[src/rtl/rpc_pkg.sv]
package rpc_pkg;
  // Synchronized, active-high view of the asynchronous inputs
  typedef struct packed {
    logic cmp;      // comparator bit
    logic line_act; // integrator enable / partial wake
    logic force_on; // forced full power
  } rpc_in_t;

  localparam int unsigned SYNC_STAGES = 2;
endpackage

[src/rtl/rpc_sync.sv]
module rpc_sync #(
  parameter int unsigned WIDTH  = 3,
  parameter int unsigned STAGES = 2
) (
  input  logic             clk,
  input  logic             rst,
  input  logic [WIDTH-1:0] d,
  output logic [WIDTH-1:0] q
);
  logic [WIDTH-1:0] stage [STAGES];

  generate
    for (genvar s = 0; s < STAGES; s++) begin : g_stage
      if (s == 0) begin : g_first
        always_ff @(posedge clk) begin
          if (rst) stage[0] <= '0;
          else     stage[0] <= d;
        end
      end else begin : g_next
        always_ff @(posedge clk) begin
          if (rst) stage[s] <= '0;
          else     stage[s] <= stage[s-1];
        end
      end
    end
  endgenerate

  assign q = stage[STAGES-1];
endmodule

[src/rtl/rpc_prescale.sv]
module rpc_prescale #(
  parameter int unsigned DIV = 4474
) (
  input  logic clk,
  input  logic rst,
  output logic tick
);
  localparam int unsigned PW = (DIV > 1) ? $clog2(DIV) : 1;
  localparam logic [PW-1:0] LAST = PW'(DIV - 1);

  logic [PW-1:0] cnt;

  always_ff @(posedge clk) begin
    if (rst) begin
      cnt  <= '0;
      tick <= 1'b0;
    end else begin
      tick <= (cnt == LAST);
      if (cnt == LAST) cnt <= '0;
      else             cnt <= cnt + 1'b1;
    end
  end
endmodule

[src/rtl/rpc_integrator.sv]
module rpc_integrator #(
  parameter int unsigned CNT_MAX    = 63,
  parameter int unsigned QUAL_LEVEL = 48,
  localparam int unsigned CW        = $clog2(CNT_MAX + 1)
) (
  input  logic          clk,
  input  logic          rst,
  input  logic          tick,
  input  logic          enable,
  input  logic          up,
  output logic [CW-1:0] count,
  output logic          qual
);
  localparam logic [CW-1:0] CEIL = CW'(CNT_MAX);
  localparam logic [CW-1:0] QLVL = CW'(QUAL_LEVEL);

  always_ff @(posedge clk) begin
    if (rst || !enable) begin
      count <= '0;
    end else if (tick) begin
      if (up) begin
        if (count != CEIL) count <= count + 1'b1;
      end else begin
        if (count != '0) count <= count - 1'b1;
      end
    end
  end

  always_ff @(posedge clk) begin
    if (rst) qual <= 1'b0;
    else     qual <= (count >= QLVL);
  end
endmodule

[src/rtl/rpc_sleep.sv]
module rpc_sleep #(
  parameter int unsigned SLEEP_TICKS = 2400,
  localparam int unsigned TW = (SLEEP_TICKS > 1) ? $clog2(SLEEP_TICKS) : 1
) (
  input  logic          clk,
  input  logic          rst,
  input  logic          tick,
  input  logic          start,
  input  logic          hold,
  output logic          awake,
  output logic [TW-1:0] tmr
);
  localparam logic [TW-1:0] LAST = TW'(SLEEP_TICKS - 1);

  always_ff @(posedge clk) begin
    if (rst) begin
      awake <= 1'b0;
      tmr   <= '0;
    end else begin
      if (start) awake <= 1'b1;
      if (hold) begin
        tmr <= '0;
      end else if (awake && tick) begin
        if (tmr == LAST) begin
          awake <= 1'b0;
          tmr   <= '0;
        end else begin
          tmr <= tmr + 1'b1;
        end
      end
    end
  end
endmodule

[src/rtl/ring_power_ctrl.sv]
module ring_power_ctrl #(
  parameter int unsigned TICK_DIV    = 4474,
  parameter int unsigned CNT_MAX     = 63,
  parameter int unsigned QUAL_LEVEL  = 48,
  parameter int unsigned SLEEP_TICKS = 2400
) (
  input  logic clk,
  input  logic rst,
  input  logic ring_cmp,
  input  logic line_act_n,
  input  logic force_on_n,
  input  logic carrier_ok,
  output logic ring_n,
  output logic full_pwr,
  output logic wake_req
);
  import rpc_pkg::*;

  localparam int unsigned CW = $clog2(CNT_MAX + 1);
  localparam int unsigned TW = (SLEEP_TICKS > 1) ? $clog2(SLEEP_TICKS) : 1;

  rpc_in_t raw_in, syn_in;
  logic          tick;
  logic [CW-1:0] integ_count;
  logic          qual;
  logic          awake;
  logic [TW-1:0] sleep_tmr;

  assign raw_in = '{cmp: ring_cmp, line_act: ~line_act_n, force_on: ~force_on_n};

  rpc_sync #(.WIDTH($bits(rpc_in_t)), .STAGES(SYNC_STAGES)) u_sync (
    .clk (clk), .rst (rst), .d (raw_in), .q (syn_in)
  );

  rpc_prescale #(.DIV(TICK_DIV)) u_tick (
    .clk (clk), .rst (rst), .tick (tick)
  );

  rpc_integrator #(.CNT_MAX(CNT_MAX), .QUAL_LEVEL(QUAL_LEVEL)) u_integ (
    .clk (clk), .rst (rst), .tick (tick), .enable (syn_in.line_act),
    .up (syn_in.cmp), .count (integ_count), .qual (qual)
  );

  rpc_sleep #(.SLEEP_TICKS(SLEEP_TICKS)) u_sleep (
    .clk (clk), .rst (rst), .tick (tick), .start (qual),
    .hold (qual | carrier_ok), .awake (awake), .tmr (sleep_tmr)
  );

  always_ff @(posedge clk) begin
    if (rst) begin
      ring_n   <= 1'b1;
      full_pwr <= 1'b0;
      wake_req <= 1'b0;
    end else begin
      ring_n   <= ~qual;
      full_pwr <= syn_in.force_on | awake;
      wake_req <= syn_in.force_on | syn_in.line_act | awake;
    end
  end
endmodule

[config.mk]
export PLATFORM = sky130hd
export DESIGN_NAME = ring_power_ctrl
export DESIGN_NICKNAME = d
export VERILOG_FILES = /design/src/rtl/rpc_pkg.sv /design/src/rtl/rpc_sync.sv /design/src/rtl/rpc_prescale.sv /design/src/rtl/rpc_integrator.sv /design/src/rtl/rpc_sleep.sv /design/src/rtl/ring_power_ctrl.sv
export SDC_FILE = /design/constraint.sdc
export NUM_CORES = 1
export LEC_CHECK = 0
export ABC_AREA = 1
export BUFFER_PORTS_ARGS = -buffer_cell sky130_fd_sc_hd__buf_2
export CAP_MARGIN = 40
export CORE_MARGIN = 2
export CORE_UTILIZATION = 54
export DETAILED_ROUTE_END_ITERATION = 8
export PLACE_DENSITY_LB_ADDON = 0.2
export SLEW_MARGIN = 5
export SYNTH_ARGS = -nofsm -noshare
export SYNTH_HDL_FRONTEND = slang
export SYNTH_SLANG_ARGS = --single-unit
export TNS_END_PERCENT = 5
[constraint.sdc]
create_clock -name clk -period 1.7 [get_ports clk]
set_clock_uncertainty 0.2 [all_clocks]
set_input_delay 0.34 -clock clk [delete_from_list [all_inputs] [get_ports clk]]
set_output_delay 0.34 -clock clk [all_outputs]
set_load 0.03 [all_outputs]
==> results.tsv, run 1 <==
stage	metric	value	unit
timing	RSZ-0062 raised after global routing	true	
pwr	logic gate share of total power	4.6	%
grt	first-pass GRT wire length	6410	µm
grt	gr usage total	19.3	%
synth	synthesized netlist cell count	280	
timing	Min Clock Period, post-route	1.63	ns
timing	final hold slack	0.0595	ns
job	number of max-cap violations	0	
worst_setup_path	Crit path arrival time	1.63	ns
worst_setup_path	WS Path Type	reg2reg	
floorplan	# rows	22	
clock_tree	worst skew pair latency	0.30	ns
layout	layout cells sized above 1	20.7	%
place	Placed Instances	343	
clock_tree	CTS HTree Levels	2	
floorplan	Die ar.	0.00437	mm²
routing	WL per Instance	10.4	µm
grt	global route total overflow	0	
clock_tree	TritonCTS buffer count	5	
floorplan	DIE HEIGHT	66.1	µm
clock_tree	clock transition at the registers of the reported paths	0.08	ns
pwr	Int Pwr	1.50	mW
worst_setup_path	CP max stage delay	0.34	ns
routing	starting DRC count in detailed routing	67	
synth	Synthesis Warnings	0	
synth	Synth top area share	41.3	%
synth	Mean Syn Cell Area	7.44	µm²
routing	total number of vias	1719	
clock_tree	Root Buffer	clkbuf_8	
synth	ys async rst share	0	%
pwr	VDD IR max	0.000626	V
timing	setup ws final	0.0694	ns
routing	DRC	0	
status	status	complete, no violations	
worst_setup_path	CP endpoint kind	flip-flop	
timing	final setup fails	0	
routing	total wire length	3680	µm
layout	non-filler cells, final	353	
timing	Peak Freq	613	MHz
layout	Inserted Diodes	0	
place	Setup WS pre-CTS	0.0123	ns
timing	Fin. Hold Viols	0	
floorplan	Starting Density	56.5	%
floorplan	chip width	66.1	µm
pwr	P per Cell Area	778	mW/mm²
pwr	sw power	0.415	mW
place	Post-DP HPWL	2780	µm
synth	mapped cell area	0.00208	mm²
layout	leading cell type in the layout, fill and taps excluded	nand2_1	
layout	fill cell count	306	
floorplan	Core Area	0.00369	mm²
clock_tree	CTS Buffer Depth	2	
grt	initial antenna violation count	0	
synth	EDFF count, synth	0	
routing	via-per-instance ratio	4.87	
worst_setup_path	CP required	1.70	ns
grt	vias in the first global route	1525	
grt	largest net degree at the start of global routing	15	
worst_hold_path	HP Class	in2reg	
layout	area grow syn2layout	17.9	%
synth	sequential area share after synthesis	41.3	%
routing	Detail Route Antenna Nets	0	
floorplan	# IOs	9	
worst_setup_path	critical path fanouts, max	2	
worst_setup_path	Slowest cell on crit path	dfxtp_2	
pwr	Sequential Power Share	53.9	%
synth	dominant synthesized flop cell	dfxtp_1	
timing	Relative slew margins	77.6	%
synth	net count after synthesis	294	
pwr	switching part of the total	21.7	%
worst_setup_path	worst path cell trace	buf_4 -> fa_2 -> nand3b_1 -> nand2_1 -> nand2_1 -> a21oi_2 -> nor2_1	
timing	actual slew at the worst max-slew pin	0.336	ns
synth	cell taking the most area after synthesis	dfxtp_1	
pwr	power share of the clock group	41.5	%
clock_tree	CTS Sinks	43	
layout	most frequent cells in the layout	56 x nand2_1, 51 x nor2_1, 39 x dfxtp_1	
synth	synth top area cells	dfxtp_1 41%, nand2_1 10%, nor2_1 9.4%	
place	Placer Congestion	0.849	
timing	period utilization	95.9	%
pwr	Pleak	0.991	nW
place	# port buffers	8	
worst_setup_path	Startpoint Class	flip-flop	
routing	drt first pass iters	4	
synth	Synth Register Bits	43	
clock_tree	clock tree from TritonCTS	built	
timing	max-slew violation count	0	
synth	Synth cell types	36	
worst_setup_path	Critical Path Most Common Cell	nand2_1	
layout	nets	318	
## flip-flops by register name (all words and copies together) (netlist names)
register / flops
u_tick.cnt: 13
u_sleep.tmr: 12
u_integ.count: 6
u_sync.stage: 6
full_pwr: 1
ring_n: 1
u_integ.qual: 1
u_sleep.awake: 1
u_tick.tick: 1
wake_req: 1
## cell families after synthesis
group / after synthesis / synth area share [%]
and+or+nand+nor: 159 / 37.1
xor gates and xnor gates: 7 / 2.94
AOI/OAI and AO/OA: 24 / 6.25
adders and majority gates: 8 / 5.17
DFF: 43 / 41.3
buffers and inverters: 39 / 7.21
## cells in the mapped netlist, drive strengths merged, types with 4 or more instances
| cell type | number |
|---|---|
| nand3 | 13 |
| nor2 | 57 |
| o21ai | 5 |
| ha | 7 |
| nand2 | 62 |
| nor3 | 7 |
| dfxtp | 43 |
| xor2 | 4 |
| inv | 37 |
| nand4 | 7 |
| or2 | 5 |
| a21oi | 16 |
## area by class of cell
type	instances	area [µm²]	area share [%]
inverters	37	141	5.76
clock inverters	3	43.8	1.78
repair buffers	19	131	5.35
flip-flops and latches	43	866	35.3
multi-input cells	198	1140	46.6
well taps	48	60.1	2.45
clock buffers	5	68.8	2.80
## what timing repair did
item / 4_1_cts / 5_1_grt
hold buffers: 2 / 0
gates resized for setup: 1 / 15
gates cloned: 0 / 0
hold endpoints to repair: 2 / 0
buffers inserted: 0 / 0
setup endpoints to repair: 1 / 19
pin swaps: 0 / 9
## path summary, 6_finish.rpt
path	start	to	slack, ns	cells past startpoint
max	u_sync.stage[1][2]$_SDFF_PP0_	u_integ.count[4]$_SDFFE_PP0P_	0.07	7
min	ring_cmp	u_sync.stage[0][2]$_SDFF_PP0_	0.06	3
max reg2reg	u_sync.stage[1][2]$_SDFF_PP0_	u_integ.count[4]$_SDFFE_PP0P_	0.07	7
min reg2reg	u_sync.stage[0][2]$_SDFF_PP0_	u_sync.stage[1][2]$_SDFF_PP0_	0.20	2
## per-layer routing
layer	vias to the layer above	track usage [%]	share of wire (%)
met5	-	0	0
met4	0	7.65	1.7
met3	5	5.62	2.9
met2	14	30.8	45
met1	766	24.6	51
li1	934	-	-
## worst max-delay path, delay by kind of cell (launching register included)
kind	cells	cell delay (ns)
simple gates	4	0.38
compound gates	1	0.13
buf+inv	1	0.14
flops	1	0.34
fa+ha+maj	1	0.34
## power groups by stage
stage | clock network (mW) | logic (mW) | registers, mW
2_1_floorplan | 0 | 0.0508 | 1.06
3_3_place_gp | 0 | 0.0772 | 1.05
3_5_place_dp | 0 | 0.0787 | 1.05
4_1_cts | 0.817 | 0.0834 | 1.03
5_1_grt | 0.865 | 0.101 | 1.03
6_report | 0.794 | 0.0884 | 1.03
## per-stage QoR
step                power (mW)  util [%]  TNS [ns]  area (µm²)
floorplan                 1.11         -         0        2080
detailed placement        1.13      60.8         0        2240
CTS                       1.93      64.7         0        2390
finish                    1.91      66.6         0        2460
global placement          1.13      60.8         0        2240
global route              2.00      66.6   -0.0500        2460
(Power assumes the default switching activity.)
==> run 2: changes to the inputs <==
CORE_UTILIZATION = 60   (was 54)
CTS_BUF_LIST = sky130_fd_sc_hd__clkbuf_16   (was unset)
clock period = 2 ns   (was 1.7 ns; I/O delays follow)
==> results.tsv, run 2 (same netlist as run 1, synthesis figures left out) <==
stage	metric	value	unit
layout	largest reg by FF count	u_tick.cnt	
place	Setup WS pre-CTS	0.122	ns
clock_tree	CTS Buffer Depth	2	
timing	RSZ-0062 raised after global routing	false	
timing	period utilization	92.9	%
clock_tree	clock tree from TritonCTS	built	
timing	setup_tns	0	ns
grt	largest net degree at the start of global routing	15	
worst_setup_path	critical path fanouts, max	4	
routing	total wire length	3750	µm
grt	gr usage total	22.0	%
grt	first-pass GRT wire length	6870	µm
timing	actual slew at the worst max-slew pin	0.469	ns
layout	fill cell count	289	
job	number of max-cap violations	0	
place	Post-DP HPWL	2730	µm
layout	Inserted Diodes	0	
floorplan	DIE HEIGHT	62.9	µm
routing	WL per Instance	11.0	µm
floorplan	# rows	21	
routing	starting DRC count in detailed routing	46	
clock_tree	TritonCTS buffer count	5	
clock_tree	Root Buffer	clkbuf_16	
timing	Peak Freq	538	MHz
clock_tree	post-CTS resize count	0	
layout	nets	308	
routing	DRC	0	
pwr	VDD IR max	0.000619	V
floorplan	Starting Density	62.4	%
layout	max reg flops	13	
clock_tree	CTS HTree Levels	2	
routing	drt first pass iters	4	
layout	layout cells sized above 1	14.9	%
worst_setup_path	CP required	1.97	ns
status	status	complete, no violations	
floorplan	chip width	62.9	µm
layout	area grow syn2layout	11.7	%
floorplan	Die ar.	0.00396	mm²
clock_tree	setup bufs post-CTS	0	
worst_setup_path	Startpoint Class	flip-flop	
timing	Min Clock Period, post-route	1.86	ns
floorplan	Core Area	0.00334	mm²
timing	max-slew violation count	0	
worst_setup_path	WS Path Type	reg2reg	
clock_tree	clock transition at the registers of the reported paths	0.06	ns
layout	leading cell type in the layout, fill and taps excluded	nand2_1	
grt	initial antenna violation count	0	
clock_tree	CTS Sinks	43	
worst_setup_path	Crit path arrival time	1.83	ns
clock_tree	# hold bufs at CTS	0	
layout	most frequent cells in the layout	57 x nand2_1, 52 x nor2_1, 42 x dfxtp_1	
pwr	P per Cell Area	741	mW/mm²
pwr	total chip power	1.73	mW
worst_setup_path	CP endpoint kind	flip-flop	
layout	Reg area	862	µm²
layout	Top Registers	u_tick.cnt: 13 flops, u_sleep.tmr: 12 flops	
pwr	Pleak	0.942	nW
timing	final hold slack	0.0572	ns
worst_hold_path	HP Class	in2reg	
routing	via-per-instance ratio	4.98	
layout	multi-input logic area	0.00108	mm²
grt	global route total overflow	0	
routing	Detail Route Antenna Nets	0	
timing	Relative slew margins	68.6	%
timing	setup ws final	0.143	ns
timing	Fin. Hold Viols	0	
routing	total number of vias	1698	
place	Placer Congestion	0.853	
floorplan	# IOs	9	
timing	final setup fails	0	
clock_tree	worst skew pair latency	0.28	ns
grt	vias in the first global route	1694	
place	# port buffers	8	
[run 2: changes by cell type in the layout (fill, tap and decap cells not counted), sizes merged]
cell / before / now
buf: 17 / 9
bufinv: 1 / 0
clkinv: 2 / 1
clkinvlp: 0 / 2
dlygate4sd3: 2 / 0
[run 2: worst max-delay path, cell delays in order, from the launching register on]
cell      delay [ns]
dfxtp_1         0.38
inv_1           0.11
fa_1            0.49
nand3b_1        0.18
nand2_1         0.09
nand2_1         0.07
a21oi_2         0.16
nor2_1          0.07
[run 2: final cells by class]
class | count | share of cell area [%]
clock buffer | 5 | 5.38
sequential | 43 | 37.0
inverter | 37 | 5.97
multi-input combinational | 198 | 46.2
tap | 46 | 2.47
clock inverter | 3 | 0.860
timing repair buffer | 9 | 2.04
[run 2: power breakdown]
group          switching [mW]  internal, mW
clock                   0.326         0.459
sequential            0.00808         0.869
combinational          0.0390        0.0235
[run 2: through the flow]
stage / cells / util, % / area, µm²
finish: 341 / 69.7 / 2330
global route: 341 / 69.7 / 2330
CTS: 341 / 69.6 / 2320
detailed placement: 333 / 65.2 / 2180
global placement: 333 / 65.2 / 2180
floorplan: 280 / - / 2080
[run 2: routing by layer]
| metal | track usage [%] | wire [µm] | up-vias |
|---|---|---|---|
| met5 | 0 | 0 | - |
| met4 | 11.1 | 82 | 0 |
| met3 | 5.59 | 117 | 7 |
| met2 | 38.2 | 1860 | 20 |
| met1 | 24.7 | 1690 | 761 |
| li1 | - | - | 910 |
[run 2: final timing paths]
kind,depth (start not counted),to,slack (ns),startpoint
max,7,u_integ.count[4]$_SDFFE_PP0P_,0.14,u_integ.count[0]$_SDFFE_PP0P_
min,2,u_sync.stage[0][0]$_SDFF_PP0_,0.06,force_on_n
max reg2reg,7,u_integ.count[4]$_SDFFE_PP0P_,0.14,u_integ.count[0]$_SDFFE_PP0P_
min reg2reg,2,u_sync.stage[1][2]$_SDFF_PP0_,0.20,u_sync.stage[0][2]$_SDFF_PP0_
